===== src/rtl/endfill_pkg.sv =====
package endfill_pkg;

  typedef enum logic [1:0] {
    FILL_ZERO  = 2'b00,
    FILL_ARITH = 2'b01,
    FILL_ROT   = 2'b10,
    FILL_CARRY = 2'b11
  } fill_e;

  typedef struct packed {
    logic  en;
    logic  left;
    fill_e fill;
  } shf_func_t;

  localparam int FUNC_W = $bits(shf_func_t);

endpackage


===== src/rtl/end_fill_mux.sv =====
module end_fill_mux
  import endfill_pkg::*;
#(
  parameter bit HI_END = 1'b1
) (
  input  logic  msb_i,
  input  logic  lsb_i,
  input  logic  carry_i,
  input  fill_e sel_i,
  output logic  fill_o
);

  logic arith_bit;
  logic wrap_bit;

  generate
    if (HI_END) begin : g_hi
      // right shift enters at the top: sign copy, wrapped bit 0
      assign arith_bit = msb_i;
      assign wrap_bit  = lsb_i;
    end else begin : g_lo
      // left shift enters at bit 0: arithmetic fills zero
      assign arith_bit = 1'b0;
      assign wrap_bit  = msb_i;
    end
  endgenerate

  always_comb begin
    unique case (sel_i)
      FILL_ZERO:  fill_o = 1'b0;
      FILL_ARITH: fill_o = arith_bit;
      FILL_ROT:   fill_o = wrap_bit;
      FILL_CARRY: fill_o = carry_i;
      default:    fill_o = 1'b0;
    endcase
  end

endmodule


===== src/rtl/shift_core.sv =====
module shift_core #(
  parameter int W = 16
) (
  input  logic [W-1:0] opnd_i,
  input  logic         en_i,
  input  logic         left_i,
  input  logic         fill_hi_i,
  input  logic         fill_lo_i,
  input  logic         carry_i,
  output logic [W-1:0] res_o,
  output logic         cout_o
);

  logic out_bit;

  // 2-to-1 pick of the bit leaving the word
  assign out_bit = left_i ? opnd_i[W-1] : opnd_i[0];

  always_comb begin
    if (!en_i) begin
      res_o  = opnd_i;
      cout_o = carry_i;
    end else if (left_i) begin
      res_o  = {opnd_i[W-2:0], fill_lo_i};
      cout_o = out_bit;
    end else begin
      res_o  = {fill_hi_i, opnd_i[W-1:1]};
      cout_o = out_bit;
    end
  end

endmodule


===== src/rtl/endfill_shifter.sv =====
module endfill_shifter
  import endfill_pkg::*;
#(
  parameter int W = 16
) (
  input  logic              clk,
  input  logic              rst,
  input  logic [W-1:0]      opnd_i,
  input  logic              carry_i,
  input  logic [FUNC_W-1:0] func_i,
  output logic [W-1:0]      result_o,
  output logic              carry_o,
  output logic              carry_ld_o
);

  shf_func_t    fc;
  logic         fill_hi;
  logic         fill_lo;
  logic [W-1:0] res_d;
  logic         cout_d;

  assign fc = shf_func_t'(func_i);

  end_fill_mux #(.HI_END(1'b1)) u_fill_hi (
    .msb_i  (opnd_i[W-1]),
    .lsb_i  (opnd_i[0]),
    .carry_i(carry_i),
    .sel_i  (fc.fill),
    .fill_o (fill_hi)
  );

  end_fill_mux #(.HI_END(1'b0)) u_fill_lo (
    .msb_i  (opnd_i[W-1]),
    .lsb_i  (opnd_i[0]),
    .carry_i(carry_i),
    .sel_i  (fc.fill),
    .fill_o (fill_lo)
  );

  shift_core #(.W(W)) u_core (
    .opnd_i   (opnd_i),
    .en_i     (fc.en),
    .left_i   (fc.left),
    .fill_hi_i(fill_hi),
    .fill_lo_i(fill_lo),
    .carry_i  (carry_i),
    .res_o    (res_d),
    .cout_o   (cout_d)
  );

  always_ff @(posedge clk) begin
    if (rst) begin
      result_o   <= '0;
      carry_o    <= 1'b0;
      carry_ld_o <= 1'b0;
    end else begin
      result_o   <= res_d;
      carry_o    <= cout_d;
      carry_ld_o <= fc.en;
    end
  end

endmodule


===== config.mk =====
export PLATFORM = sky130hd
export DESIGN_NAME = endfill_shifter
export DESIGN_NICKNAME = d
export VERILOG_FILES = /design/src/rtl/endfill_pkg.sv /design/src/rtl/end_fill_mux.sv /design/src/rtl/shift_core.sv /design/src/rtl/endfill_shifter.sv
export SDC_FILE = /design/constraint.sdc
export NUM_CORES = 1
export LEC_CHECK = 0
export BUFFER_PORTS_ARGS = -buffer_cell sky130_fd_sc_hd__buf_2
export CORE_MARGIN = 1.5
export CORE_UTILIZATION = 47
export CTS_CLUSTER_DIAMETER = 150
export DETAILED_ROUTE_END_ITERATION = 10
export PLACE_DENSITY_LB_ADDON = 0.08
export SETUP_SLACK_MARGIN = 0.3
export SLEW_MARGIN = 20
export SYNTH_ARGS = -nofsm -noshare
export SYNTH_HDL_FRONTEND = slang
export SYNTH_SLANG_ARGS = --single-unit

===== constraint.sdc =====
create_clock -name clk -period 2.58 [get_ports clk]
set_input_delay 0.516 -clock clk [delete_from_list [all_inputs] [get_ports clk]]
set_output_delay 0.516 -clock clk [all_outputs]
set_load 0.01 [all_outputs]

Word level (Yosys, flattened, before mapping)
Index checks and enable logic that the tools add are counted.
{"block": "totals", "reg_bits": 18, "input_bits": 23, "out_inout_bits": 18, "elab_cells": 14}
{"block": "classes", "n_eq_ne": 3, "n_mux": 6, "reduce_logical": 2}
{"cell": "$mux 16", "count": 2}
{"cell": "$eq 2x2->1 const B", "count": 2}
{"cell": "$pmux 1 s4", "count": 1}
{"cell": "$pmux 1 s3", "count": 1}
{"cell": "$eq 2x1->1 const B", "count": 1}
{"cell": "$logic_not 2->1", "count": 1}
{"cell": "$mux 1", "count": 2}
{"cell": "$reduce_or 2->1", "count": 1}

Logic depth before layout (Yosys ltp)
Gate-level depths: netlist of the first run.
{"block": "depth", "word_depth": 5, "mapped_depth": 4, "depth_no_buf": 3}

Hierarchy
From an unflattened synthesis of the first run, not the netlist that was laid out.
{"block": "unflattened", "cells_unflattened": 99, "area_unflattened_um2": 898.4}
{"module": "endfill_shifter", "n_inst": 1, "cells_per_inst": 37, "area_each_um2": 489.2, "seq_area_each_um2": 360.3}
{"module": "shift_core", "n_inst": 1, "cells_per_inst": 57, "area_each_um2": 369.1, "seq_area_each_um2": 0.0}
{"module": "end_fill_mux at u_fill_hi", "n_inst": 1, "cells_per_inst": 3, "area_each_um2": 23.8, "seq_area_each_um2": 0.0}
{"module": "end_fill_mux at u_fill_lo", "n_inst": 1, "cells_per_inst": 2, "area_each_um2": 16.3, "seq_area_each_um2": 0.0}

Least setup slack after synthesis of the first run
OpenSTA, ideal clock, no wires.
{"block": "synth_timing", "path_type": "input -> register", "from": "input func_i[0]", "to": "register result_o[15]", "setup_ns": 0.129, "arrival_time_ns": 1.143, "t_required_ns": 2.451, "setup_slack_ns": 1.308, "cell_stages": 3, "n_path_buf": 0, "cell_sequence": "mux2_4 a221oi_2 o32ai_1"}
{"block": "synth_between", "elab_chain_len": 4, "word_cells_on_any_way": 7, "cone_classes": "3 x eq/ne; 3 x mux; 1 x reduce/logical"}
{"element": "from (decl)", "line_no": "endfill_shifter.sv:10", "text": "input logic [FUNC_W-1:0] func_i,"}
{"element": "$eq 2x2->1 (tied with other cells)", "line_no": "end_fill_mux.sv:29", "text": "unique case (sel_i)"}
{"element": "$pmux 1 s4 *", "line_no": "end_fill_mux.sv:29"}
{"element": "$mux 16 *", "line_no": "shift_core.sv:23", "text": "end else if (left_i) begin"}
{"element": "$mux 16 *", "line_no": "shift_core.sv:20", "text": "if (!en_i) begin"}
{"element": "to (signal assigned)", "line_no": "endfill_shifter.sv:57", "text": "result_o <= res_d;"}
{"element": "to (decl)", "line_no": "endfill_shifter.sv:11", "text": "output logic [W-1:0] result_o,"}
Every way passes the cells marked *; elsewhere a longest branch is shown, timed or not.
A chain may end at the register's enable or synchronous reset.

Worst setup path after layout of the first run
{"block": "layout_timing", "from": "register result_o[15]", "to": "output result_o[15]"}
No word-level cell between the ends.

==> out/results.tsv, run 1 <==
stage	metric	value	unit
detailed_routing	viasPerCell	5.59	
logic_synthesis	synth-edff-count	0	
outcome	status	completed	
logic_synthesis	synth_area_leader_cell	dfxtp_1	
logic_synthesis	yosys_warnings	0	
timing	tns	0	ps
logic_synthesis	yosysTopAreaCellShare	43.1	%
clock_tree	h-tree-depth	1	
final_layout	post_layout_nonfiller_instances	137	
logic_synthesis	synth.distinct_cells	16	
floorplan	start_util	49.5	%
detailed_routing	drt-wirelength-per-cell	12.8	um
placed_design	place_ws	1090	ps
final_layout	layout-drive-gt1-share	38.3	%
final_layout	syn2layout_area_growth	23.8	%
detailed_routing	drtIter0Drc	5	
detailed_routing	wl	1750	um
logic_synthesis	async_flop_share	0	%
setup_path	cp-end-kind	output pin	
logic_synthesis	ys_dominant_reg_cell	dfxtp_1	
clock_tree	cts.sinks	18	
setup_path	critPathSlowestCell	dfxtp_1	
placed_design	dpl_cell_area	998	um2
clock_tree	cts_tree	built	
timing	worst_pin_slew	545	ps
final_layout	final_util	61.3	%
floorplan	die_area	2040	um2
setup_path	crit_chain	buf_2	
setup_path	timing.critical_path.buf_inv	1	
final_layout	nFillCells	163	
hold_path	hold_path_class	primary input to register	
floorplan	die_h	45.2	um
timing	rsz0062_at_grt	false	
timing	report.final.slew_viol_count	0	
floorplan	row_count	15	
logic_synthesis	synth-seq-cells	18	
power	p_per_area	575	nW/um2
global_route	grt_first_pass_wirelength	3020	um
timing	hold_viol	0	
clock_tree	post_cts_resized	0	
global_route	grt_pass1_vias	718	
detailed_routing	firstDrtPassIters	2	
detailed_routing	post-route-drc-count	0	
floorplan	design.core.area	1690	um2
detailed_routing	vias	766	
timing	fin_crit_sh	48.9	%
timing	finalSetupViolCount	0	
setup_path	worstSetupPathType	register to output pin	
global_route	grt_max_degree	35	
setup_path	cp_data_arrival_time	750	ps
logic_synthesis	ys_seq_area_share	43.1	%
timing	hold_ws	508	ps
global_route	track_usage	20.5	%
clock_tree	cts_hold_buf	0	
logic_synthesis	synth.area.top_cells	dfxtp_1, mux2i_1, a211oi_1	
setup_path	crit_family	flip-flops	
job	drv_cap	0	
clock_tree	post-cts-setup-buffers	0	
global_route	overflow	0	
logic_synthesis	syn_nets	107	
final_layout	design_area	1030	um2
clock_tree	path_clk_slew	100	ps
final_layout	seq_area	360	um2
setup_path	crit_required	2060	ps
clock_tree	cts_root_buf	clkbuf_4	
power	fin_total_pwr	0.595	mW
final_layout	nets	144	
final_layout	multiInputGateArea	409	um2
setup_path	cpPeakStageDelay	330	ps
clock_tree	cts_buffers	3	
power	ir_worst_vdd	0.000334	V
timing	fin_ws	1320	ps
logic_synthesis	synth.cell_area	836	um2
power	p_leak	0.523	nW
placed_design	place.gp.congestion	0.688	
floorplan	die_w	45.2	um
timing	slew_headroom	63.7	%
floorplan	io_pins	41	
timing	fin_crit	1260	ps
clock_tree	clk_path_buf_depth	2	
timing	max_clock_freq	792	MHz
logic_synthesis	synth_cells	84	
global_route	grt_antenna_before_repair	0	
placed_design	dp_hpwl	1260	um
setup_path	crit_fanout	1	
placed_design	dp.cells	133	
placed_design	port_buffers	40	
detailed_routing	antenna_left	0	
final_layout	antennaDiodeCount	0	
setup_path	start_kind	register	
logic_synthesis	syn_area_per_cell	9.95	um2
layer usage:
metal,global-route usage [%],vias to the layer above,part of all wire [%]
met2,37.1,25,50
met5,0,-,0
met1,21.7,360,42
met3,3.60,6,4.0
met4,12.4,0,3.5
li1,-,375,-
cells in the final DEF (no fill, tap or decap), types with 2 or more instances in the layout:
cell      netlist  final
nor2b_1         2      2
mux2i_1        16     16
buf_2           4     40
clkbuf_4        0      3
inv_1           2      2
dfxtp_1        18     18
nor2_1         16     16
a211oi_1       16     16
worst paths after layout:
path | startpoint | to | cells after the start
max | result_o[15]$_SDFF_PP0_ | result_o[15] | 1
min | opnd_i[2] | result_o[2]$_SDFF_PP0_ | 3
synth_stat cells (2+ instances only):
| library cell | count |
|---|---|
| dfxtp_1 | 18 |
| clkbuf_1 | 2 |
| nor2_1 | 16 |
| buf_2 | 4 |
| mux2i_1 | 16 |
| a211oi_1 | 16 |
| nor2b_1 | 2 |
| inv_1 | 2 |
area by class of cell:
type | instances | share of cell area [%]
multi-input cells | 56 | 39.5
flip-flops and latches | 18 | 34.8
repair buffers | 40 | 19.3
clock buffers | 4 | 3.51
well taps | 17 | 2.06
inverters | 2 | 0.726
registers in the layout, summed over array words and instances (netlist names):
register	flops
carry_o	1
result_o	16
carry_ld_o	1
kinds of logic after synthesis:
group | Yosys count | synth area share [%]
AOI/OAI and AO/OA | 20 | 18.9
and+or+nand+nor | 19 | 9.13
DFF | 18 | 43.1
muxes | 17 | 21.0
buffers and inverters | 10 | 7.93
report_power, final:
part / total (mW) / switching [mW] / internal (mW) / leakage (nW)
Combinational: 0.117 / 0.0644 / 0.0530 / 0.352
Sequential: 0.302 / 0.00405 / 0.298 / 0.150
Clock: 0.175 / 0.0889 / 0.0860 / 0.0210
Note: power is estimated with default switching activity, not from simulation.
==> inputs of run 2 (changes only) <==
Settings changed: CORE_UTILIZATION 47 to 44.
Clock period 2.58 ns to 1.2 ns, I/O delays scaled along.
==> run 2 against run 1 <==
  * Cell area up 6.3%
  * Global-route usage fell by 3.4 points
  * Largest cell class unchanged
  * Sequential cell count stayed put
  * Critical path depth is the same
  * Via count is 5.1% lower
  * Utilization rose by 1.1 points
  * Critical endpoint unchanged
  * Die area rose by 6.4%
==> out/results.tsv, run 2 (synthesized netlist as in run 1, its figures left out) <==
stage	metric	value	unit	change
outcome	status	completed		
hold_path	min_from	opnd_i[11]		
setup_path	timing.critical_path.buf_inv	1		unchanged
setup_path	crit_chain	buf_2		
clock_tree	path_clk_slew	100	ps	about the same
power	ir_worst_vdd	0.000596	V	+79%
timing	slew_headroom	77.2	%	+14 points
floorplan	die_w	46.6	um	+3.1%
final_layout	nets	146		+1.4%
global_route	grt_antenna_before_repair	0		unchanged
clock_tree	clk_path_buf_depth	2		unchanged
detailed_routing	wl	1660	um	-5.1%
timing	report.final.slew_viol_count	0		unchanged
setup_path	start_kind	register		
final_layout	antennaDiodeCount	0		unchanged
setup_path	cpPeakStageDelay	320	ps	about the same
clock_tree	cts.sinks	18		unchanged
hold_path	hold_path_class	primary input to register		
floorplan	start_util	47.4	%	-2.1 points
global_route	grt_max_degree	23		-34%
timing	worst_pin_slew	342	ps	-203 ps
detailed_routing	vias	727		-5.1%
timing	hold_viol	0		unchanged
setup_path	startpoint	result_o[15]$_SDFF_PP0_		
final_layout	largest_registers	result_o: 16 flops, carry_ld_o: 1 flops, carry_o: 1 flops		
floorplan	io_pins	41		unchanged
clock_tree	cts_buffers	3		unchanged
timing	fin_crit	960	ps	
global_route	grt_first_pass_wirelength	2620	um	-13%
detailed_routing	antenna_left	0		unchanged
detailed_routing	drtIter0Drc	2		-3
final_layout	final_common_cell	buf_2		
floorplan	die_h	46.6	um	+3.1%
placed_design	place.gp.congestion	0.692		+0.58%
detailed_routing	viasPerCell	4.95		-12%
setup_path	cp-end-kind	output pin		
setup_path	worstSetupPathType	register to output pin		
detailed_routing	drt-wirelength-per-cell	11.3	um	-12%
final_layout	max_flop_register	result_o		
placed_design	place_ws	73.9	ps	-1020 ps
job	drv_cap	0		unchanged
detailed_routing	post-route-drc-count	0		unchanged
floorplan	row_count	15		unchanged
final_layout	layout-drive-gt1-share	41.0	%	+2.7 points
detailed_routing	dr.max_layer_used	met4		
clock_tree	h-tree-depth	1		unchanged
power	p_per_area	1160	nW/um2	+100%
timing	fin_crit_sh	80.0	%	
global_route	grt_pass1_vias	609		-15%
hold_path	whs_path_depth	3		unchanged
final_layout	final_cell_mix	buf_2, mux2i_1, nor2_1, a211oi_1, dfxtp_1		
placed_design	dp_hpwl	1280	um	+1.5%
timing	finalSetupViolCount	0		unchanged
clock_tree	post-cts-setup-buffers	0		unchanged
floorplan	design.core.area	1760	um2	+4.4%
global_route	overflow	0		unchanged
clock_tree	cts_tree	built		
setup_path	crit_fanout	1		unchanged
setup_path	cp_data_arrival_time	720	ps	-30 ps
hold_path	min_to	result_o[11]$_SDFF_PP0_		
clock_tree	cts_hold_buf	0		unchanged
detailed_routing	drt-met1-wl	708	um	-3.5%
setup_path	crit_family	flip-flops		
timing	fin_ws	240	ps	-1080 ps
final_layout	largest_reg_flops	16		unchanged
floorplan	die_area	2170	um2	+6.4%
global_route	track_usage	17.1	%	-3.4 points
detailed_routing	wl_met3	85	um	+21%
final_layout	syn2layout_area_growth	31.6	%	
setup_path	critPathSlowestCell	dfxtp_1		
placed_design	port_buffers	40		unchanged
timing	tns	0	ps	unchanged
timing	rsz0062_at_grt	true		
setup_path	crit_required	960	ps	-1100 ps
timing	max_clock_freq	1040	MHz	
detailed_routing	firstDrtPassIters	2		unchanged
clock_tree	cts_root_buf	clkbuf_4		
power	p_leak	0.545	nW	+4.3%
detailed_routing	wl_met2	853	um	-3.3%
==> run 2: cell types whose count changed in the layout (fill, tap and decap cells not counted) <==
| cell | delta |
|---|---|
| buf_12 | +2 |
| buf_2 | -2 |
| buf_6 | +2 |
| dfxtp_1 | -2 |
| dfxtp_2 | +2 |
==> run 2: worst max path at each step <==
| stage | cells after the start | slack [ps] | endpoint |
|---|---|---|---|
| finish | 1 | 240 | result_o[15] |
| global route | 1 | 190 | result_o[7] |
| CTS | 1 | 220 | result_o[15] |
| detailed placement | 4 | 70 | result_o[15]$_SDFF_PP0_ |
| global placement | 4 | 100 | result_o[15]$_SDFF_PP0_ |
| floorplan | 3 | 250 | result_o[15]$_SDFF_PP0_ |
==> run 2: power breakdown <==
part | internal [mW] | total, mW | leakage (nW) | switching [mW]
logic | 0.132 | 0.272 | 0.373 | 0.139
registers | 0.642 | 0.651 | 0.151 | 0.00891
clock network | 0.184 | 0.355 | 0.0210 | 0.171
total | 0.959 | 1.28 | 0.545 | 0.319
==> run 2: final cells by class <==
cell class                      instances  area [um2]
Tap cell                               25        31.3
Clock buffer                            4        36.3
Timing Repair Buffer                   42         253
Fill cell                             175         664
Multi-Input combinational cell         56         409
Sequential cell                        18         363
Inverter                                2        7.51
==> run 2: what timing repair did <==
action | 4_1_cts | 5_1_grt
endpoints found under the setup margin | 18 | 18
gates resized for setup | 0 | 4
endpoints found under the hold margin | 0 | 0
==> run 2: tightest hold or removal path: cells and delay by family <==
kind / cells / cell delay, ps
compound gates: 1 / 50
buf+inv: 1 / 120
simple gates: 1 / 80
==> run 2: metrics by stage <==
stage | power, mW | cell area (um2) | utilization, % | std cells | hold slack, ps
2_1_floorplan | 0.821 | 836 | - | 84 | 396
3_3_place_gp | 0.926 | 1050 | 59.4 | 143 | 540
3_5_place_dp | 0.931 | 1050 | 59.4 | 143 | 547
4_1_cts | 1.29 | 1080 | 61.5 | 147 | 238
5_1_grt | 1.35 | 1100 | 62.3 | 147 | 230
6_report | 1.28 | 1100 | 62.3 | 147 | 240
==> run 2: layer usage <==
layer / track usage [%] / up-vias
met4: 6.86 / 0
met1: 20.7 / 322
li1: - / 382
met2: 29.2 / 21
met5: 0 / -
met3: 3.53 / 2
==> inputs of run 3 (changes only) <==
Settings changed: CORE_UTILIZATION 44 to 40.
Clock period 1.2 ns to 0.8 ns, I/O delays scaled along.
==> run 3 against run 2 <==
  * The run now ends with setup timing left
  * Routed wire length up 36%
  * Sequential share of layout area down 8.2 points
  * Combinational power up 140%
  * Clock power up 25%
  * Sequential cell count unchanged
  * Die area up 9.3%
  * Non-clock buffer count up 15
  * Sequential power up 52%
  * Critical path type unchanged
==> out/results.tsv, run 3 (synthesized netlist as in run 1, its figures left out) <==
stage	metric	value	unit	change
outcome	status	complete, but fails checks		
outcome	violations	setup timing		
final_layout	nFillCells	147		-16%
global_route	track_usage	20.5	%	+3.4 points
floorplan	io_pins	41		unchanged
final_layout	syn2layout_area_growth	79.2	%	
setup_path	timing.critical_path.buf_inv	1		unchanged
final_layout	final_cell_mix	buf_2, nor2_1, buf_6		
setup_path	cp_data_arrival_time	750	ps	+30 ps
final_layout	final_common_cell	buf_2		
global_route	overflow	0		unchanged
detailed_routing	firstDrtPassIters	4		+2
clock_tree	h-tree-depth	1		unchanged
global_route	grt_max_degree	12		-48%
power	p_per_area	1400	nW/um2	+21%
setup_path	crit_family	flip-flops		
placed_design	place.gp.congestion	0.729		+5.2%
floorplan	die_h	48.7	um	+4.6%
timing	max_clock_freq	1100	MHz	
power	p_sw	0.578	mW	+81%
clock_tree	cts_buffers	3		unchanged
timing	hold_ws	101	ps	-138 ps
final_layout	max_flop_register	result_o		
power	p_comb_share	31.6	%	+10 points
final_layout	nets	161		+10%
setup_path	worstSetupPathType	register to output pin		
power	ir_worst_vdd	0.00107	V	+79%
setup_path	start_kind	register		
detailed_routing	vias	835		+15%
global_route	grt_first_pass_wirelength	3680	um	+41%
power	p_leak	0.671	nW	+23%
timing	finalSetupViolCount	18		+18
power	intPower	1.52	mW	+59%
timing	hold_viol	0		unchanged
clock_tree	cts_root_buf	clkbuf_4		
clock_tree	cts_tree	built		
timing	tns	-1570	ps	-1570 ps
setup_path	crit_fanout	1		unchanged
detailed_routing	post-route-drc-count	0		unchanged
power	p_seq_share	47.3	%	-3.7 points
hold_path	hold_path_class	primary input to register		
power	swShare	27.5	%	+2.6 points
timing	report.final.slew_viol_count	0		unchanged
global_route	grt_antenna_before_repair	0		unchanged
clock_tree	path_clk_slew	100	ps	about the same
floorplan	row_count	16		+1
setup_path	critPathSlowestCell	dfxtp_2		
global_route	grt_pass1_vias	822		+35%
detailed_routing	wl	2270	um	+36%
final_layout	largest_reg_flops	16		unchanged
timing	fin_ws	-106	ps	-346 ps
detailed_routing	antenna_left	0		unchanged
setup_path	crit_chain	buf_6		
placed_design	place_ws	-224	ps	-298 ps
final_layout	layout-drive-gt1-share	68.4	%	+27 points
power	power_frac_clock	21.2	%	-6.6 points
timing	slew_headroom	87.8	%	+11 points
floorplan	start_util	42.6	%	-4.8 points
timing	worst_pin_slew	178	ps	-164 ps
clock_tree	cts.sinks	18		unchanged
detailed_routing	viasPerCell	5.12		+3.6%
floorplan	die_area	2370	um2	+9.3%
final_layout	final_util	76.3	%	+14 points
timing	rsz0062_at_grt	true		
setup_path	crit_required	640	ps	-320 ps
detailed_routing	drtIter0Drc	8		+6
timing	fin_crit_sh	113	%	
placed_design	port_buffers	40		unchanged
detailed_routing	drt-wirelength-per-cell	13.9	um	+23%
setup_path	cp-end-kind	output pin		
job	drv_cap	0		unchanged
timing	fin_crit	906	ps	
setup_path	cpPeakStageDelay	340	ps	+20 ps
floorplan	die_w	48.7	um	+4.6%
clock_tree	clk_path_buf_depth	2		unchanged
floorplan	design.core.area	1960	um2	+11%
clock_tree	cts_hold_buf	0		unchanged
final_layout	antennaDiodeCount	0		unchanged
final_layout	largest_registers	result_o: 16 flops, carry_ld_o: 1 flops, carry_o: 1 flops		
placed_design	dp_hpwl	1550	um	+21%
## run 3: cell count changes in the layout (fill, tap and decap cells not counted), moves of 8 or more
cell and change:
a211oi_1 -11, a211oi_2 +11, buf_2 -11, buf_4 +8, buf_6 +12
## run 3: what timing repair did
item                       4_1_cts  5_1_grt
pin swaps                        5        4
setup buffers                    1        0
resized for setup               20       30
setup endpoints to repair       35       33
cloned                           2        0
## run 3: power groups by stage
| stage | Combinational (mW) | Sequential, mW | Clock [mW] |
|---|---|---|---|
| 6_report | 0.663 | 0.992 | 0.444 |
| 5_1_grt | 0.713 | 0.998 | 0.504 |
| 4_1_cts | 0.575 | 0.981 | 0.454 |
| 3_5_place_dp | 0.489 | 0.998 | 0 |
| 3_3_place_gp | 0.483 | 0.994 | 0 |
| 2_1_floorplan | 0.249 | 1.04 | 0 |
## run 3: final cells by class
cell class	instances	area [um2]	area share, %
clock buffer	3	22.5	1.50
inverter	2	7.51	0.501
multi-input combinational	56	544	36.3
sequential	18	372	24.8
tap	27	33.8	2.26
timing repair buffer	57	518	34.6
## run 3: path summary, 6_finish.rpt
kind                    start                      to  slack, ps  cells after the start
max   result_o[11]$_SDFF_PP0_            result_o[11]       -110                      1
min                       rst  result_o[9]$_SDFF_PP0_        100                      2
## run 3: routing by layer
metal	up-vias	wire, um	track usage, %
met5	-	0	0
met4	0	41	8.10
met3	5	104	5.56
met2	26	1220	35.4
met1	395	896	24.1
li1	409	-	-
## run 3: through the flow
stage          total power [mW]  cells  cell area (um2)
6_report                   2.10    163             1500
5_1_grt                    2.21    163             1500
4_1_cts                    2.01    163             1360
3_5_place_dp               1.49    157             1200
3_3_place_gp               1.48    157             1200
2_1_floorplan              1.29     84              930
